File: config.mk
export PLATFORM = sky130hd
export DESIGN_NAME = clk_src_switch
export DESIGN_NICKNAME = d
export VERILOG_FILES = /design/src/rtl/clksw_pkg.sv /design/src/rtl/clksw_settle_timer.sv /design/src/rtl/clksw_lf_select.sv /design/src/rtl/clksw_commit.sv /design/src/rtl/clk_src_switch.sv
export SDC_FILE = /design/constraint.sdc
export NUM_CORES = 1
export LEC_CHECK = 0
export ABC_AREA = 0
export BUFFER_PORTS_ARGS = -buffer_cell sky130_fd_sc_hd__buf_2
export CAP_MARGIN = 25
export CORE_MARGIN = 3
export CORE_UTILIZATION = 26
export DETAILED_ROUTE_END_ITERATION = 10
export REMOVE_ABC_BUFFERS = 1
export SYNTH_ARGS = -nofsm -noshare
export SYNTH_HDL_FRONTEND = slang
export SYNTH_SLANG_ARGS = --single-unit
File: constraint.sdc
create_clock -name clk -period 3.5 [get_ports clk]
set_clock_uncertainty 0.1 [all_clocks]
set_input_delay 0.525 -clock clk [delete_from_list [all_inputs] [get_ports clk]]
set_output_delay 0.525 -clock clk [all_outputs]
set_load 0.005 [all_outputs]
File: src/rtl/clksw_pkg.sv
package clksw_pkg;

  typedef enum logic {
    SRC_XTAL = 1'b0,
    SRC_RC   = 1'b1
  } sys_src_e;

  // cycles of a clock of freq_mhz that cover delay_us
  function automatic int unsigned settle_cycles(input int unsigned freq_mhz,
                                                input int unsigned delay_us);
    return freq_mhz * delay_us;
  endfunction

  // target ready check: crystal needs the settled flag, RC needs power and stable
  function automatic logic target_ready(input sys_src_e tgt,
                                        input logic xtal_ok,
                                        input logic rc_ok);
    return (tgt == SRC_XTAL) ? xtal_ok : rc_ok;
  endfunction

endpackage

File: src/rtl/clksw_settle_timer.sv
module clksw_settle_timer #(
  parameter int unsigned LIMIT = 1024,
  localparam int unsigned CNT_W = $clog2(LIMIT + 1)
) (
  input  logic clk,
  input  logic rst_n,
  input  logic run,
  output logic done
);

  logic [CNT_W-1:0] cnt_q;
  logic             at_limit;

  assign at_limit = (cnt_q == CNT_W'(LIMIT));
  assign done     = at_limit;

  always_ff @(posedge clk or negedge rst_n) begin
    if (!rst_n)         cnt_q <= '0;
    else if (!run)      cnt_q <= '0;
    else if (!at_limit) cnt_q <= cnt_q + 1'b1;
  end


  settle_bound_chk: assert property (@(posedge clk) disable iff (!rst_n)
    cnt_q <= CNT_W'(LIMIT));


  settle_restart_chk: assert property (@(posedge clk) disable iff (!rst_n)
    !run |=> (cnt_q == '0));

endmodule

File: src/rtl/clksw_lf_select.sv
module clksw_lf_select (
  input  logic clk,
  input  logic rst_n,
  input  logic wr,
  input  logic wr_val,
  input  logic on_rc,
  input  logic wake,
  output logic sel_q
);

  logic wr_allowed;
  assign wr_allowed = wr & on_rc;

  always_ff @(posedge clk or negedge rst_n) begin
    if (!rst_n)          sel_q <= 1'b1;
    else if (wake)       sel_q <= 1'b1;
    else if (wr_allowed) sel_q <= wr_val;
  end


  lf_guard_chk: assert property (@(posedge clk) disable iff (!rst_n)
    (sel_q != $past(sel_q)) |-> ($past(on_rc) || $past(wake)));


  lf_wake_chk: assert property (@(posedge clk) disable iff (!rst_n)
    wake |=> sel_q);

endmodule

File: src/rtl/clksw_commit.sv
module clksw_commit
  import clksw_pkg::*;
(
  input  logic     clk,
  input  logic     rst_n,
  input  sys_src_e req,
  input  logic     xtal_ok,
  input  logic     rc_ok,
  input  logic     mux_busy,
  output sys_src_e sel_q,
  output logic     speed_q,
  output logic     pending,
  output logic     commit_evt
);

  logic tgt_ready;

  assign pending    = (req != sel_q);
  assign tgt_ready  = target_ready(req, xtal_ok, rc_ok);
  assign commit_evt = pending & tgt_ready & ~mux_busy;

  always_ff @(posedge clk or negedge rst_n) begin
    if (!rst_n)          sel_q <= SRC_RC;
    else if (commit_evt) sel_q <= req;
  end

  always_ff @(posedge clk or negedge rst_n) begin
    if (!rst_n)         speed_q <= 1'b1;
    else if (!mux_busy) speed_q <= sel_q;
  end


  sel_idle_chk: assert property (@(posedge clk) disable iff (!rst_n)
    (sel_q != $past(sel_q)) |-> !$past(mux_busy));


  sel_pending_chk: assert property (@(posedge clk) disable iff (!rst_n)
    (sel_q != $past(sel_q)) |-> ($past(req) == sel_q));


  speed_hold_chk: assert property (@(posedge clk) disable iff (!rst_n)
    mux_busy |=> $stable(speed_q));


  speed_follow_chk: assert property (@(posedge clk) disable iff (!rst_n)
    !mux_busy |=> (speed_q == $past(sel_q)));

endmodule

File: src/rtl/clk_src_switch.sv
module clk_src_switch
  import clksw_pkg::*;
#(
  parameter int unsigned RC_FREQ_MHZ = 16,
  parameter int unsigned SETTLE_US   = 64
) (
  input  logic clk,
  input  logic rst_n,
  input  logic cfg_wr,
  input  logic cfg_sys_rc,
  input  logic cfg_lf_rc,
  input  logic xtal_pwr_on,
  input  logic xtal_stable,
  input  logic rc_pwr_on,
  input  logic rc_stable,
  input  logic mux_busy,
  input  logic wake_evt,
  output logic req_sys_rc,
  output logic sys_sel_rc,
  output logic speed_16m,
  output logic lf_sel_rc,
  output logic switch_pending,
  output logic rc_power_req
);

  localparam int unsigned SETTLE_CYC = settle_cycles(RC_FREQ_MHZ, SETTLE_US);

  sys_src_e req_q;
  sys_src_e sel;
  logic     xtal_live;
  logic     xtal_settled;
  logic     xtal_ok;
  logic     rc_ok;
  logic     commit_evt;
  logic     on_rc;

  always_ff @(posedge clk or negedge rst_n) begin
    if (!rst_n)      req_q <= SRC_RC;
    else if (cfg_wr) req_q <= sys_src_e'(cfg_sys_rc);
  end

  assign xtal_live = xtal_pwr_on & xtal_stable;
  assign xtal_ok   = xtal_live & xtal_settled;
  assign rc_ok     = rc_pwr_on & rc_stable;
  assign on_rc     = (sel == SRC_RC);

  clksw_settle_timer #(.LIMIT(SETTLE_CYC)) u_settle (
    .clk   (clk),
    .rst_n (rst_n),
    .run   (xtal_live),
    .done  (xtal_settled)
  );

  clksw_commit u_commit (
    .clk        (clk),
    .rst_n      (rst_n),
    .req        (req_q),
    .xtal_ok    (xtal_ok),
    .rc_ok      (rc_ok),
    .mux_busy   (mux_busy),
    .sel_q      (sel),
    .speed_q    (speed_16m),
    .pending    (switch_pending),
    .commit_evt (commit_evt)
  );

  clksw_lf_select u_lf (
    .clk    (clk),
    .rst_n  (rst_n),
    .wr     (cfg_wr),
    .wr_val (cfg_lf_rc),
    .on_rc  (on_rc),
    .wake   (wake_evt),
    .sel_q  (lf_sel_rc)
  );

  assign req_sys_rc   = req_q;
  assign sys_sel_rc   = sel;
  assign rc_power_req = req_q & ~rc_pwr_on;


  xtal_commit_chk: assert property (@(posedge clk) disable iff (!rst_n)
    $fell(sys_sel_rc) |-> $past(xtal_pwr_on && xtal_stable && xtal_settled));


  rc_commit_chk: assert property (@(posedge clk) disable iff (!rst_n)
    $rose(sys_sel_rc) |-> $past(rc_pwr_on && rc_stable));


  no_commit_unpowered_chk: assert property (@(posedge clk) disable iff (!rst_n)
    (!xtal_live && !req_sys_rc && sys_sel_rc) |=> sys_sel_rc);


  wake_keeps_req_chk: assert property (@(posedge clk) disable iff (!rst_n)
    (wake_evt && !cfg_wr) |=> $stable(req_sys_rc));


  rc_power_chk: assert property (@(posedge clk) disable iff (!rst_n)
    (req_sys_rc && !rc_pwr_on) |-> rc_power_req);

endmodule

==> impl_summary.txt <==
----------------------------------------------------
[Detailed routing]
  Post-DR wirelength/cell ... 12.2 um
  Antenna violation net count after detailed routing ... 0
  Count of routing violations after the opening detailed-route iteration ... 6
  Final WL ... about 1.5 mm
  Number of vias per cell after detailed routing ... 5.20
  Pre-Repair DR Iteration Count ... 4
  Vias post-DR ... 660
  # DRC ... 0

[Timing]
  Worst slew slack as a fraction of its limit ... 0.670
  Final hold violations ... 0
  Upper clock frequency limit ... 565 MHz
  Transition time at the pin with the least slew margin ... 0.490 ns
  Final setup violation count ... 0
  Final-report max-slew violation count ... 0
  Post-route minimum period ... roughly 1.8 ns
  Unrepaired setup endpoints after global routing ... false
  Final clock period utilization by the worst path ... 0.505
  Total Negative Setup Slacks ... 0 ns

[CTS]
  Deepest clock path buffer count ... 2
  Number of buffers inserted by hold repair at cts ... 0
  Post-CTS setup buffer count ... 0
  Clock transition at the register clock pins on the worst setup and hold paths after CTS ... roughly 0.090 ns
  Number of buffers created by CTS ... 3
  Worst-skew pair later-pin latency ... around 0.27 ns
  CTS sink cnt ... 15
  Number of levels in the clock H-tree ... 1
  Clock Tree Root ... sky130_fd_sc_hd__clkbuf_4
  CTS tree ... built
  Post-cts gate resize count ... 0

[Global route]
  Vias in the first global route ... roughly 620
  Global-route total usage across every layer ... 0.0920
  First-pass GRT wire length ... ~2.6 mm
  Initial antenna violation count ... 0
  Pin count of the biggest net entering global routing ... 16
  Grt total ovfl ... 0

[Place]
  Post-Place Cells ... about 120
  HPWL after detailed placement ... between 1 and 1.5 mm
  Port bufs ... 16
  Routability cong. ... around 0.79

[Pwr]
  Power share of the combinational group ... 0.083
  Peak supply drop ... between 0.2 and 0.3 mV
  Sequential group share of total power ... 0.599
  Cell internal power dissipation ... ~0.23 mW
  Clock share of power ... 0.318
  Leak Pwr ... 0.386 nW
  Psw ... just under 0.07 mW
  Switch share ... 0.225
  Power density normalized to cell area ... 323 nW/um^2

[Logic synthesis]
  Post-synth cell types ... 27
  Leading post-synthesis cells by cell area ... sky130_fd_sc_hd__dfrtp_1, sky130_fd_sc_hd__dfstp_2, sky130_fd_sc_hd__a21oi_1
  Yosys top cell area share ... 0.345
  Top cell type by total area after synthesis ... sky130_fd_sc_hd__dfrtp_1
  Yosys warning total ... 0
  Cell area after technology mapping ... approximately 800 um^2
  Sequential share of the synthesized area ... 0.476
  Number of standard cells after synthesis ... 77
  Syn avg cell area ... 10.4 um^2
  Leading register cell type out of synthesis ... sky130_fd_sc_hd__dfrtp_1
  Synthesized flop and latch total ... 15
  Fraction of registers with async set or reset after synthesis ... 1.00
  Most used standard cells in the synthesized netlist ... sky130_fd_sc_hd__dfrtp_1, sky130_fd_sc_hd__a21oi_1, sky130_fd_sc_hd__nand3_1, sky130_fd_sc_hd__nand2_1
  Number of enable-type register cells in the synthesized netlist ... 0
  Most repeated cell in the gate-level netlist after synthesis ... sky130_fd_sc_hd__dfrtp_1

[Critical path]
  Max FO, Critical Path ... 7
  Arrival time of the worst setup path ... 1.14 ns
  Cells on worst reg2reg path ... 3
  Path type of the worst setup path ... reg -> out
  Kind of end point of the critical path ... output pin
  Register-to-register setup slack ... 1.92 ns
  Critical Path Source Type ... flop
  Required time at the worst-slack endpoint ... approximately 2.9 ns

[Die]
  Die Span Y ... just over 60 um
  Area of the die ... approximately 3800 um^2
  I/O pins ... 17
  Effective utilization at floorplan ... 0.282
  Die width ... between 60 and 70 um
  # rows ... 19
  Area of the core region ... ~2800 um^2

[Layout]
  Diodes inserted ... 0
  Final std cells w/o fill ... between 100 and 150
  Nets ... between 100 and 150
  Share of cells above drive strength 1 ... 0.302
  Area Overhead vs Synth ... 17.2%

[Run status]
  Run status ... finished clean

[Hold path]
  Class of the tightest hold or removal check ... in -> async

[Job]
  Number of maximum-capacitance violations ... 0

----------------------------------------------------
[cell families after synthesis]
| family | share of synthesized area |
|---|---|
| xor gates and xnor gates | 0.0329 |
| muxes | 0.0408 |
| AOI/OAI and AO/OA | 0.160 |
| buffers and inverters | 0.0235 |
| adders and majority gates | 0.0313 |
| and+or+nand+nor | 0.235 |
| DFF | 0.476 |
[final timing paths]
check,end,startpoint
min in group clk,u_lf.sel_q,wake_evt
hold / removal,u_settle.cnt_q[4],rst_n
hold reg to reg,u_settle.cnt_q[10],u_settle.cnt_q[10]
setup / recovery,switch_pending,u_commit.sel_q
max in group asynchronous,u_commit.speed_q,rst_n
setup reg to reg,u_settle.cnt_q[9],u_settle.cnt_q[2]
[metal layers]
| metal | wire (um) | GRT usage | vias up | share of wire |
|---|---|---|---|---|
| met5 | 0 | 0 | - | 0 |
| met4 | 0 | 0 | 0 | 0 |
| met3 | 78 | 0.0377 | 0 | 0.050 |
| met2 | 754 | 0.171 | 19 | 0.49 |
| met1 | 715 | 0.106 | 314 | 0.46 |
| li1 | - | - | 327 | - |
[power groups by stage]
| stage | Clock (mW) | Sequential [mW] | Combinational (mW) |
|---|---|---|---|
| floorplan | 0 | 0.184 | 0.00941 |
| global placement | 0 | 0.184 | 0.0249 |
| detailed placement | 0 | 0.184 | 0.0256 |
| CTS | 0.102 | 0.181 | 0.0256 |
| global route | 0.108 | 0.182 | 0.0284 |
| finish | 0.0961 | 0.181 | 0.0250 |
[cells in the final DEF (no fill, tap or decap), types with 2 or more instances in the layout]
master                     Yosys  layout
sky130_fd_sc_hd__o31ai_1       2       2
sky130_fd_sc_hd__dfrtp_1      11      11
sky130_fd_sc_hd__xor2_1        3       3
sky130_fd_sc_hd__nand3_1       8       8
sky130_fd_sc_hd__a21oi_1       8       8
sky130_fd_sc_hd__nor2_1        3       3
sky130_fd_sc_hd__nand4_1       2       2
sky130_fd_sc_hd__o21ai_0       4       4
sky130_fd_sc_hd__inv_1         3       3
sky130_fd_sc_hd__a311o_1       2       2
sky130_fd_sc_hd__clkbuf_4      0       3
sky130_fd_sc_hd__buf_2         0      16
sky130_fd_sc_hd__or4_1         2       2
sky130_fd_sc_hd__mux2_2        2       2
sky130_fd_sc_hd__nand2_1       6       6
sky130_fd_sc_hd__dfstp_2       4       4
sky130_fd_sc_hd__ha_1          2       2
sky130_fd_sc_hd__or3_1         4       4
[flip-flops by register name, indices dropped and copies added, names as in the netlist]
signal and cells:
u_lf.sel_q 1, req_sys_rc 1, u_commit.speed_q 1, u_commit.sel_q 1, u_settle.cnt_q 11
[critical path: stages (launching register included)]
cell and delay [ns]:
sky130_fd_sc_hd__dfstp_2 0.60, sky130_fd_sc_hd__xor2_1 0.15, sky130_fd_sc_hd__buf_2 0.13
[area by class of cell]
type | count | area [um^2]
clock buffers | 4 | 26.3
well taps | 31 | 38.8
flip-flops and latches | 15 | 380
repair buffers | 16 | 80.1
inverters | 3 | 11.3
fillers | 282 | 1890
multi-input cells | 58 | 399
[per-stage QoR]
step | hold WS (ns) | utilization | area [um^2] | total power [mW] | worst slack (ns)
after detailed placement | 0.349 | 0.322 | 910 | 0.210 | 1.94
after global placement | 0.348 | 0.322 | 910 | 0.209 | 2.00
after floorplan | 0.129 | - | 791 | 0.193 | 2.05
final | 0.0364 | 0.331 | 936 | 0.302 | 1.73
after CTS | 0.0406 | 0.331 | 936 | 0.309 | 1.72
after global routing | 0.0435 | 0.331 | 936 | 0.318 | 1.65
(Power assumes the default switching activity.)
